**config.mk**
```make
export PLATFORM = sky130hd
export DESIGN_NAME = spi_byte_master
export DESIGN_NICKNAME = d
export VERILOG_FILES = /design/src/rtl/spi_byte_pkg.sv /design/src/rtl/spi_byte_fsm.sv /design/src/rtl/spi_sclk_gen.sv /design/src/rtl/spi_tx_shift.sv /design/src/rtl/spi_rx_capture.sv /design/src/rtl/spi_byte_master.sv
export SDC_FILE = /design/constraint.sdc
export NUM_CORES = 1
export LEC_CHECK = 0
export ABC_AREA = 1
export CAP_MARGIN = 20
export CORE_MARGIN = 1.5
export CORE_UTILIZATION = 41
export DETAILED_ROUTE_END_ITERATION = 6
export PLACE_DENSITY_LB_ADDON = 0.25
export SLEW_MARGIN = 40
export SYNTH_ARGS = -nofsm -noshare
export SYNTH_HDL_FRONTEND = slang
export SYNTH_SLANG_ARGS = --single-unit
```
**constraint.sdc**
```tcl
create_clock -name clk -period 1.52 [get_ports clk]
set_input_delay 0.38 -clock clk [delete_from_list [all_inputs] [get_ports clk]]
set_output_delay 0.38 -clock clk [all_outputs]
set_load 0.05 [all_outputs]
```
**src/rtl/spi_byte_pkg.sv**
```systemverilog
package spi_byte_pkg;

  typedef enum logic [2:0] {
    ST_IDLE   = 3'd0,
    ST_SETUP  = 3'd1,
    ST_LEAD   = 3'd2,
    ST_SAMPLE = 3'd3,
    ST_ERROR  = 3'd6
  } spi_state_e;

  typedef struct packed {
    logic cpol;
    logic cpha;
  } spi_mode_t;

  typedef struct packed {
    logic launch;      // idle -> setup
    logic lead;        // entering leading half period
    logic trail;       // leading -> trailing half period
    logic sample_exit; // leaving trailing half, not aborting
    logic abort;       // entering error state
    logic finish;      // trailing half of last bit -> idle
    logic last;        // current bit is the final one
  } spi_evt_t;

endpackage

```
**src/rtl/spi_byte_fsm.sv**
```systemverilog
module spi_byte_fsm
  import spi_byte_pkg::*;
#(
  parameter int unsigned DATA_W = 8,
  parameter int unsigned CNT_W  = $clog2(DATA_W)
) (
  input  logic             clk,
  input  logic             rst_n,
  input  logic             start,
  input  spi_mode_t        mode_in,
  output spi_state_e       state_q,
  output spi_mode_t        mode_q,
  output spi_evt_t         evt,
  output logic             busy_q
);

  localparam logic [CNT_W-1:0] CNT_TOP = CNT_W'(DATA_W - 1);

  spi_state_e       state_d;
  logic [CNT_W-1:0] cnt_q;
  logic [CNT_W-1:0] cnt_d;
  logic             cnt_en;
  logic             mode_en;

  // next-state logic
  always_comb begin
    state_d = state_q;
    case (state_q)
      ST_IDLE:   state_d = start ? ST_SETUP : ST_IDLE;
      ST_SETUP:  state_d = start ? ST_ERROR : ST_LEAD;
      ST_LEAD:   state_d = start ? ST_ERROR : ST_SAMPLE;
      ST_SAMPLE: begin
        if (start)              state_d = ST_ERROR;
        else if (cnt_q == '0)   state_d = ST_IDLE;
        else                    state_d = ST_LEAD;
      end
      ST_ERROR:  state_d = ST_IDLE;
      default:   state_d = ST_IDLE;
    endcase
  end

  // event strobes for the datapath blocks
  always_comb begin
    evt.launch      = (state_q == ST_IDLE)   && (state_d == ST_SETUP);
    evt.lead        = (state_d == ST_LEAD);
    evt.trail       = (state_q == ST_LEAD)   && (state_d == ST_SAMPLE);
    evt.sample_exit = (state_q == ST_SAMPLE) && (state_d != ST_ERROR);
    evt.abort       = (state_d == ST_ERROR);
    evt.finish      = (state_q == ST_SAMPLE) && (state_d == ST_IDLE);
    evt.last        = (cnt_q == '0);
  end

  // bit counter next value
  always_comb begin
    cnt_d  = cnt_q;
    cnt_en = 1'b0;
    if (evt.launch) begin
      cnt_d  = CNT_TOP;
      cnt_en = 1'b1;
    end else if ((state_q == ST_SAMPLE) && (state_d == ST_LEAD)) begin
      cnt_d  = cnt_q - 1'b1;
      cnt_en = 1'b1;
    end
  end

  assign mode_en = evt.launch;

  always_ff @(posedge clk or negedge rst_n) begin
    if (!rst_n) begin
      state_q <= ST_IDLE;
      busy_q  <= 1'b0;
    end else begin
      state_q <= state_d;
      busy_q  <= (state_d != ST_IDLE);
    end
  end

  always_ff @(posedge clk or negedge rst_n) begin
    if (!rst_n) begin
      cnt_q <= '0;
    end else if (cnt_en) begin
      cnt_q <= cnt_d;
    end
  end

  always_ff @(posedge clk or negedge rst_n) begin
    if (!rst_n) begin
      mode_q <= '0;
    end else if (mode_en) begin
      mode_q <= mode_in;
    end
  end

endmodule

```
**src/rtl/spi_sclk_gen.sv**
```systemverilog
module spi_sclk_gen
  import spi_byte_pkg::*;
(
  input  logic     clk,
  input  logic     rst_n,
  input  spi_evt_t evt,
  input  logic     cpol_in,
  input  logic     cpol_q,
  output logic     sclk_q
);

  logic sclk_d;

  // active level only while in a leading half period
  always_comb begin
    if (evt.launch)      sclk_d = cpol_in;
    else if (evt.lead)   sclk_d = ~cpol_q;
    else                 sclk_d = cpol_q;
  end

  always_ff @(posedge clk or negedge rst_n) begin
    if (!rst_n) sclk_q <= 1'b0;
    else        sclk_q <= sclk_d;
  end

endmodule

```
**src/rtl/spi_tx_shift.sv**
```systemverilog
module spi_tx_shift
  import spi_byte_pkg::*;
#(
  parameter int unsigned DATA_W = 8
) (
  input  logic              clk,
  input  logic              rst_n,
  input  spi_evt_t          evt,
  input  logic [DATA_W-1:0] tx_in,
  input  logic              cpha_in,
  input  logic              cpha_q,
  output logic              mosi_q
);

  logic [DATA_W-1:0] shift_q;
  logic [DATA_W-1:0] shift_d;
  logic              mosi_d;
  logic              shift_en;
  logic              advance;

  // choose the edge on which the next bit is presented
  assign advance = cpha_q ? evt.lead : (evt.trail && !evt.last);

  always_comb begin
    shift_d  = shift_q;
    mosi_d   = mosi_q;
    shift_en = 1'b0;
    if (evt.launch) begin
      shift_en = 1'b1;
      if (cpha_in) begin
        shift_d = tx_in;
        mosi_d  = 1'b0;
      end else begin
        shift_d = tx_in << 1;
        mosi_d  = tx_in[DATA_W-1];
      end
    end else if (evt.abort || evt.finish) begin
      mosi_d = 1'b0;
    end else if (advance) begin
      shift_en = 1'b1;
      shift_d  = shift_q << 1;
      mosi_d   = shift_q[DATA_W-1];
    end
  end

  always_ff @(posedge clk or negedge rst_n) begin
    if (!rst_n) shift_q <= '0;
    else if (shift_en) shift_q <= shift_d;
  end

  always_ff @(posedge clk or negedge rst_n) begin
    if (!rst_n) mosi_q <= 1'b0;
    else        mosi_q <= mosi_d;
  end

endmodule

```
**src/rtl/spi_rx_capture.sv**
```systemverilog
module spi_rx_capture
  import spi_byte_pkg::*;
#(
  parameter int unsigned DATA_W = 8
) (
  input  logic              clk,
  input  logic              rst_n,
  input  spi_evt_t          evt,
  input  logic              cpha_q,
  input  logic              miso,
  output logic [DATA_W-1:0] rx_q
);

  logic [DATA_W-1:0] acc_q;
  logic [DATA_W-1:0] acc_d;
  logic              capture;
  logic              load;

  // CPHA=0 captures leaving the leading half, CPHA=1 leaving the trailing half
  assign capture = cpha_q ? evt.sample_exit : evt.trail;
  assign load    = capture && evt.last;
  assign acc_d   = {acc_q[DATA_W-2:0], miso};

  always_ff @(posedge clk or negedge rst_n) begin
    if (!rst_n)       acc_q <= '0;
    else if (capture) acc_q <= acc_d;
  end

  always_ff @(posedge clk or negedge rst_n) begin
    if (!rst_n)    rx_q <= '0;
    else if (load) rx_q <= acc_d;
  end

endmodule

```
**src/rtl/spi_byte_master.sv**
```systemverilog
module spi_byte_master
  import spi_byte_pkg::*;
#(
  parameter int unsigned DATA_W = 8
) (
  input  logic              clk,
  input  logic              rst_n,
  input  logic              start,
  input  logic [DATA_W-1:0] tx_byte,
  input  logic              mode_cpol,
  input  logic              mode_cpha,
  input  logic              miso,
  output logic              busy,
  output logic              sclk,
  output logic              mosi,
  output logic [DATA_W-1:0] rx_byte
);

  localparam int unsigned CNT_W = (DATA_W > 1) ? $clog2(DATA_W) : 1;

  spi_state_e state_q;
  spi_mode_t  mode_in;
  spi_mode_t  mode_q;
  spi_evt_t   evt;

  assign mode_in.cpol = mode_cpol;
  assign mode_in.cpha = mode_cpha;

  spi_byte_fsm #(
    .DATA_W (DATA_W),
    .CNT_W  (CNT_W)
  ) u_fsm (
    .clk     (clk),
    .rst_n   (rst_n),
    .start   (start),
    .mode_in (mode_in),
    .state_q (state_q),
    .mode_q  (mode_q),
    .evt     (evt),
    .busy_q  (busy)
  );

  spi_sclk_gen u_sclk (
    .clk     (clk),
    .rst_n   (rst_n),
    .evt     (evt),
    .cpol_in (mode_cpol),
    .cpol_q  (mode_q.cpol),
    .sclk_q  (sclk)
  );

  spi_tx_shift #(
    .DATA_W (DATA_W)
  ) u_tx (
    .clk     (clk),
    .rst_n   (rst_n),
    .evt     (evt),
    .tx_in   (tx_byte),
    .cpha_in (mode_cpha),
    .cpha_q  (mode_q.cpha),
    .mosi_q  (mosi)
  );

  spi_rx_capture #(
    .DATA_W (DATA_W)
  ) u_rx (
    .clk    (clk),
    .rst_n  (rst_n),
    .evt    (evt),
    .cpha_q (mode_q.cpha),
    .miso   (miso),
    .rx_q   (rx_byte)
  );

endmodule

```
Word-level counts from Yosys, hierarchy flattened --
Cells that the tools add are included.
Cells by class: equality and inequality tests 9, reductions and logical operators 18, bitwise logic cells 1, $add $sub $neg 1, multiplexer cells 25
Operator list (count):
- 2-to-1 mux 8 bit | 4
- 2-to-1 mux 3 bit | 5
- 2-to-1 mux 1 bit | 14
- equality test 3 x 2 -> 1 bit, second input constant | 4
- one-hot mux 3 bit (4 select lines) | 1
- zero test 3 bit | 3
- logical AND 1 bit | 7
- equality test 3 x 1 -> 1 bit, second input constant | 2
- nonzero test 3 bit | 2
- nonzero test 2 bit | 2
- equality test 3 bit, second input constant | 1
- inequality test 3 bit, second input constant | 1
- AND reduction 3 bit | 1
- subtractor 3 x 1 -> 3 bit, second input constant | 1
- 2-to-1 mux 2 bit | 1
- inequality test 2 bit, second input constant | 1
- AND reduction 2 bit | 1
- zero test 1 bit | 1
- logical OR 1 bit | 1
- NOT 1 bit | 1
Storage, ports and cells: flip-flop bits (word level) 34

Logic depth before layout (Yosys ltp) --
depth in word-level cells 12, gate-level depth with buffers 12

Modules after synthesis --
From an unflattened synthesis, not the netlist that was laid out.
Second synthesis, totals: cell total of the unflattened synthesis 233, area, all modules 1936.9 µm²
Modules (own cells, without submodules):
- spi_tx_shift | area each 696.9 µm², cells each 83, sequential area each 225.2 µm², instances 1
- spi_rx_capture | area each 655.6 µm², cells each 71, sequential area each 375.4 µm², instances 1
- spi_byte_fsm | area each 528.0 µm², cells each 70, sequential area each 225.2 µm², instances 1
- spi_sclk_gen | area each 56.3 µm², cells each 9, sequential area each 25.0 µm², instances 1

Worst setup path before layout --
OpenSTA, ideal clock, no wires.
path type register to register, from reg u_fsm.cnt_q[0], to reg u_tx.shift_q[2], buffers on the path 0, library setup time 0.117 ns, period minus slack after synthesis 1.487 ns, stages on the path, launching flop included 12, data arrival time 1.370 ns, path slack 0.033 ns, cells stage by stage dfrtp_1 inv_1 ha_1 inv_1 nor2_4 nand2_1 nand3_2 nor2_8 a21oi_4 nand2_4 nand2_1 nand2_1
On the way: cells in the longest elaborated chain, start to end 12
Ends and longest elaborated chain:
- start, declared | line spi_byte_fsm.sv:20 | logic [CNT_W-1:0] cnt_q;
- start signal, assigned | line spi_byte_fsm.sv:82 | cnt_q <= cnt_d;
- zero test 3 bit (*) | line spi_byte_fsm.sv:34, spi_byte_fsm.sv:50
- 2-to-1 mux 2 bit | line spi_byte_fsm.sv:34 | else if (cnt_q == '0) state_d = ST_IDLE;
- 2-to-1 mux 3 bit | line spi_byte_fsm.sv:33 | if (start) state_d = ST_ERROR;
- one-hot mux 3 bit (4 select lines) | line spi_byte_fsm.sv:28 | case (state_q)
- equality test 3 x 2 -> 1 bit | line spi_byte_fsm.sv:46 | evt.trail = (state_q == ST_LEAD) && (state_d == ST_SAMPLE);
- logical AND 1 bit | line spi_byte_fsm.sv:46
- logical AND 1 bit | line spi_tx_shift.sv:22 | assign advance = cpha_q ? evt.lead : (evt.trail && !evt.last);
- 2-to-1 mux 1 bit | line spi_tx_shift.sv:22
- 2-to-1 mux 1 bit | line spi_tx_shift.sv:39 | end else if (advance) begin
- 2-to-1 mux 1 bit | line spi_tx_shift.sv:37 | end else if (evt.abort || evt.finish) begin
- 2-to-1 mux 1 bit | line spi_tx_shift.sv:28 | if (evt.launch) begin
- AND reduction 3 bit (no source line)
- end signal, assigned | line spi_tx_shift.sv:48 | else if (shift_en) shift_q <= shift_d;
- end, declared | line spi_tx_shift.sv:15 | logic [DATA_W-1:0] shift_q;
Mark *: on every way between the ends. The rest lies on a longest branch, timed or not. A chain may end at the register's enable or synchronous reset.

Worst setup path in the final report --
from reg u_fsm.cnt_q[1], to reg u_tx.shift_q[2]
Same word-level chain as after synthesis.

==> metrics.txt <==
RePlAce Congestion 0.826; PnR worst setup slack -0.00195 ns; Pleak 1.25 nW; Via density 4.75; drt total wl 3430 µm; fin util 0.609; Unique masters post-synth 28; Initial Util 0.434; diode count 0; Clock Sinks 34; worst r2r dst u_tx.shift_q[2]; post-synthesis sequential area ratio 0.480; Final setup viols 2; MaxCap Viol Count 0; Synth Register Bits 34; worst slew pin tran 0.220 ns; CP Capture Type flip-flop; H-tree level count 2; Mapped Nets 214; DP Area 2290 µm²; outcome complete, but fails checks; worst hold slack 0.452 ns; CP Buf/Inv Count 4; slowest stage delay, CP 0.39 ns; required time of the worst setup path 1.75 ns; core area 4090 µm²; clock buffer depth 2; Final min period 1.52 ns; Final Max Slew Viols 0; Post-DP HPWL 2380 µm; leading area contributor after synthesis dfrtp_1; TritonCTS Buffers 5; relative slew slack 0.853; layout cells sized above 1 0.340; Worst Path Max Fanout 8; crit start category flip-flop; critical path's top delay family simple AND/OR/NAND/NOR gates; total track usage 0.171; Syn-to-layout area delta 40.4%; # port buffers 24; cell row count 23; clk_skew 0.00833 ns; Final Non-Filler Cells 294; Post-Place Setup Slack -0.355 ns; f_max 657 MHz; Tcrit/Tclk final 1.00; post-DR wirelength/cell 11.6 µm; Antenna Nets Post-Route 0; Crit path arrival time 1.75 ns; IO Count 25; largest net degree at the start of global routing 35; antenna violations before repair 0; Yosys Warn Count 0; Final #Nets 259; RSZ-0062 raised after global routing true; cell area after synthesis 1770 µm²; worst reg2reg setup slack -0.002 ns; peak supply drop 0.00118 V; die width 68.7 µm; die area 4720 µm²; CTS tree yes; failing checks setup timing; top cells by area, synth dfrtp_1 48%, nand2_1 12%, inv_1 5.7%, nand2_4 3.8%, o21ai_2 3.5%; Residual DRC 0; DR pass1 iterations 4; Reg clk slew, reported paths 0.07 ns; share of Yosys cell area claimed by the top area cell type 0.480; vias in the first global route 1280; fill count 355; CTS Root Cell clkbuf_8; Crit Path Category reg2reg; grt ovf 0; die height 68.7 µm; DR iter-0 viols 67; Final Hold Viols 0; first-pass GRT wire length 5950 µm; Pwr Density 2130 nW/µm²; Critical R2R Launch u_fsm.cnt_q[1]; placed cell count 283; Mapped Cells 198; finished layout cell area 2490 µm²; R2R depth 11; DR vias 1396; insertion delay to the later sink of the worst-skew pair 0.29 ns; crit path cell chain inv_2 > ha_4 > inv_2 > nor2_4 > buf_6 > nor2_2 > inv_1 > nand2_2 > nor2_4 > nand2_1 > nand2_1; Slowest-stage cell, CP dfrtp_1; # hold bufs at CTS 0; worst hold path class in2async; syn_area_per_cell 8.95 µm²
-- sequential cells by signal, indices dropped and copies added (netlist names) --
signal and count:
u_fsm.busy_q 1, u_fsm.cnt_q 3, u_fsm.mode_q 2, u_fsm.state_q 3
u_rx.acc_q 7, u_rx.rx_q 8, u_sclk.sclk_q 1, u_tx.mosi_q 1
u_tx.shift_q 8
-- cells in the final DEF (no fill, tap or decap), types with 2 or more instances in the layout --
| master | Yosys | layout |
|---|---|---|
| nor2_2 | 6 | 6 |
| nand3_1 | 10 | 10 |
| bufinv_16 | 0 | 2 |
| nand2_1 | 57 | 54 |
| clkdlybuf4s50_1 | 0 | 12 |
| clkbuf_8 | 0 | 5 |
| buf_4 | 1 | 15 |
| dfrtp_1 | 34 | 34 |
| buf_12 | 0 | 13 |
| o21ai_2 | 7 | 7 |
| o21ai_1 | 2 | 2 |
| nand2_2 | 9 | 10 |
| inv_1 | 27 | 24 |
| inv_2 | 1 | 4 |
| nand2_4 | 6 | 8 |
| nor2_4 | 2 | 2 |
| o21ai_0 | 10 | 10 |
| o221ai_1 | 5 | 5 |
| nand3_2 | 3 | 2 |
| nor2_1 | 3 | 3 |
| o211ai_1 | 2 | 2 |
-- cells by family after synthesis --
kind of cell    after synthesis  share of synthesized area
simple gates                 97                      0.287
xor+xnor                      2                    0.00989
flops                        34                      0.480
compound gates               30                      0.126
fa+ha+maj                     2                     0.0141
buf+inv                      33                     0.0826
-- per-layer routing --
metal | wire length [µm] | global-route usage | share of wire | vias to the layer above
li1 | - | - | - | 715
met1 | 1680 | 0.247 | 0.49 | 653
met2 | 1570 | 0.240 | 0.46 | 21
met3 | 116 | 0.0503 | 0.034 | 7
met4 | 61 | 0.0662 | 0.018 | 0
met5 | 0 | 0 | 0 | -
-- repair_timing --
item / 4_1_cts / 5_1_grt
pin swaps: 2 / 18
endpoints found under the setup margin: 11 / 13
resized for setup: 7 / 6
buffers inserted: 0 / 3
-- how the worst max path moves through the flow --
stage,endpoint,cells past startpoint,slack [ns],from
after floorplan,u_tx.shift_q[2],11,0.03,u_fsm.cnt_q[0]
after global placement,u_tx.shift_q[7],10,-0.35,start
after detailed placement,u_tx.shift_q[4],11,-0.35,start
after CTS,u_tx.shift_q[4],12,-0.005,u_fsm.cnt_q[1]
after global routing,u_tx.shift_q[3],12,-0.16,u_fsm.cnt_q[1]
final,u_tx.shift_q[2],11,-0.002,u_fsm.cnt_q[1]
-- synth_stat cells --
master / instances
a21oi_1: 1
dfrtp_1: 34
nand2_1: 57
nand2_2: 9
a21oi_4: 1
inv_2: 1
o21ai_1: 2
o211ai_2: 1
nand2_4: 6
a21oi_2: 1
o21ai_2: 7
buf_4: 1
inv_4: 1
xor2_1: 1
ha_1: 2
buf_6: 2
o211ai_1: 2
nor2_4: 2
xnor2_1: 1
nor2_2: 6
nand3_1: 10
nor2_1: 3
nor2_8: 1
nand3_2: 3
inv_1: 27
buf_2: 1
o21ai_0: 10
o221ai_1: 5
-- report_power, final --
part           internal [mW]  leakage, nW  total, mW  switching (mW)
clock network          0.657       0.0683       1.01           0.351
logic                   1.22        0.756       2.70            1.48
registers               1.27        0.429       1.58           0.312
-- area by class of cell --
cell class | count | area [µm²] | area share
repair buffers | 42 | 513 | 0.206
flip-flops and latches | 34 | 851 | 0.342
clock inverters | 3 | 68.8 | 0.0277
clock buffers | 5 | 68.8 | 0.0277
multi-input cells | 131 | 812 | 0.326
well taps | 50 | 62.6 | 0.0252
inverters | 29 | 111 | 0.0448
-- per-stage QoR --
| stage | power [mW] | setup TNS, ns |
|---|---|---|
| 6_report | 5.29 | -0.00351 |
| 5_1_grt | 5.65 | -1.32 |
| 4_1_cts | 5.25 | -0.00653 |
| 3_5_place_dp | 4.19 | -8.39 |
| 3_3_place_gp | 4.15 | -7.99 |
| 2_1_floorplan | 3.10 | 0 |
No activity file was read; power rests on OpenSTA's default activity.
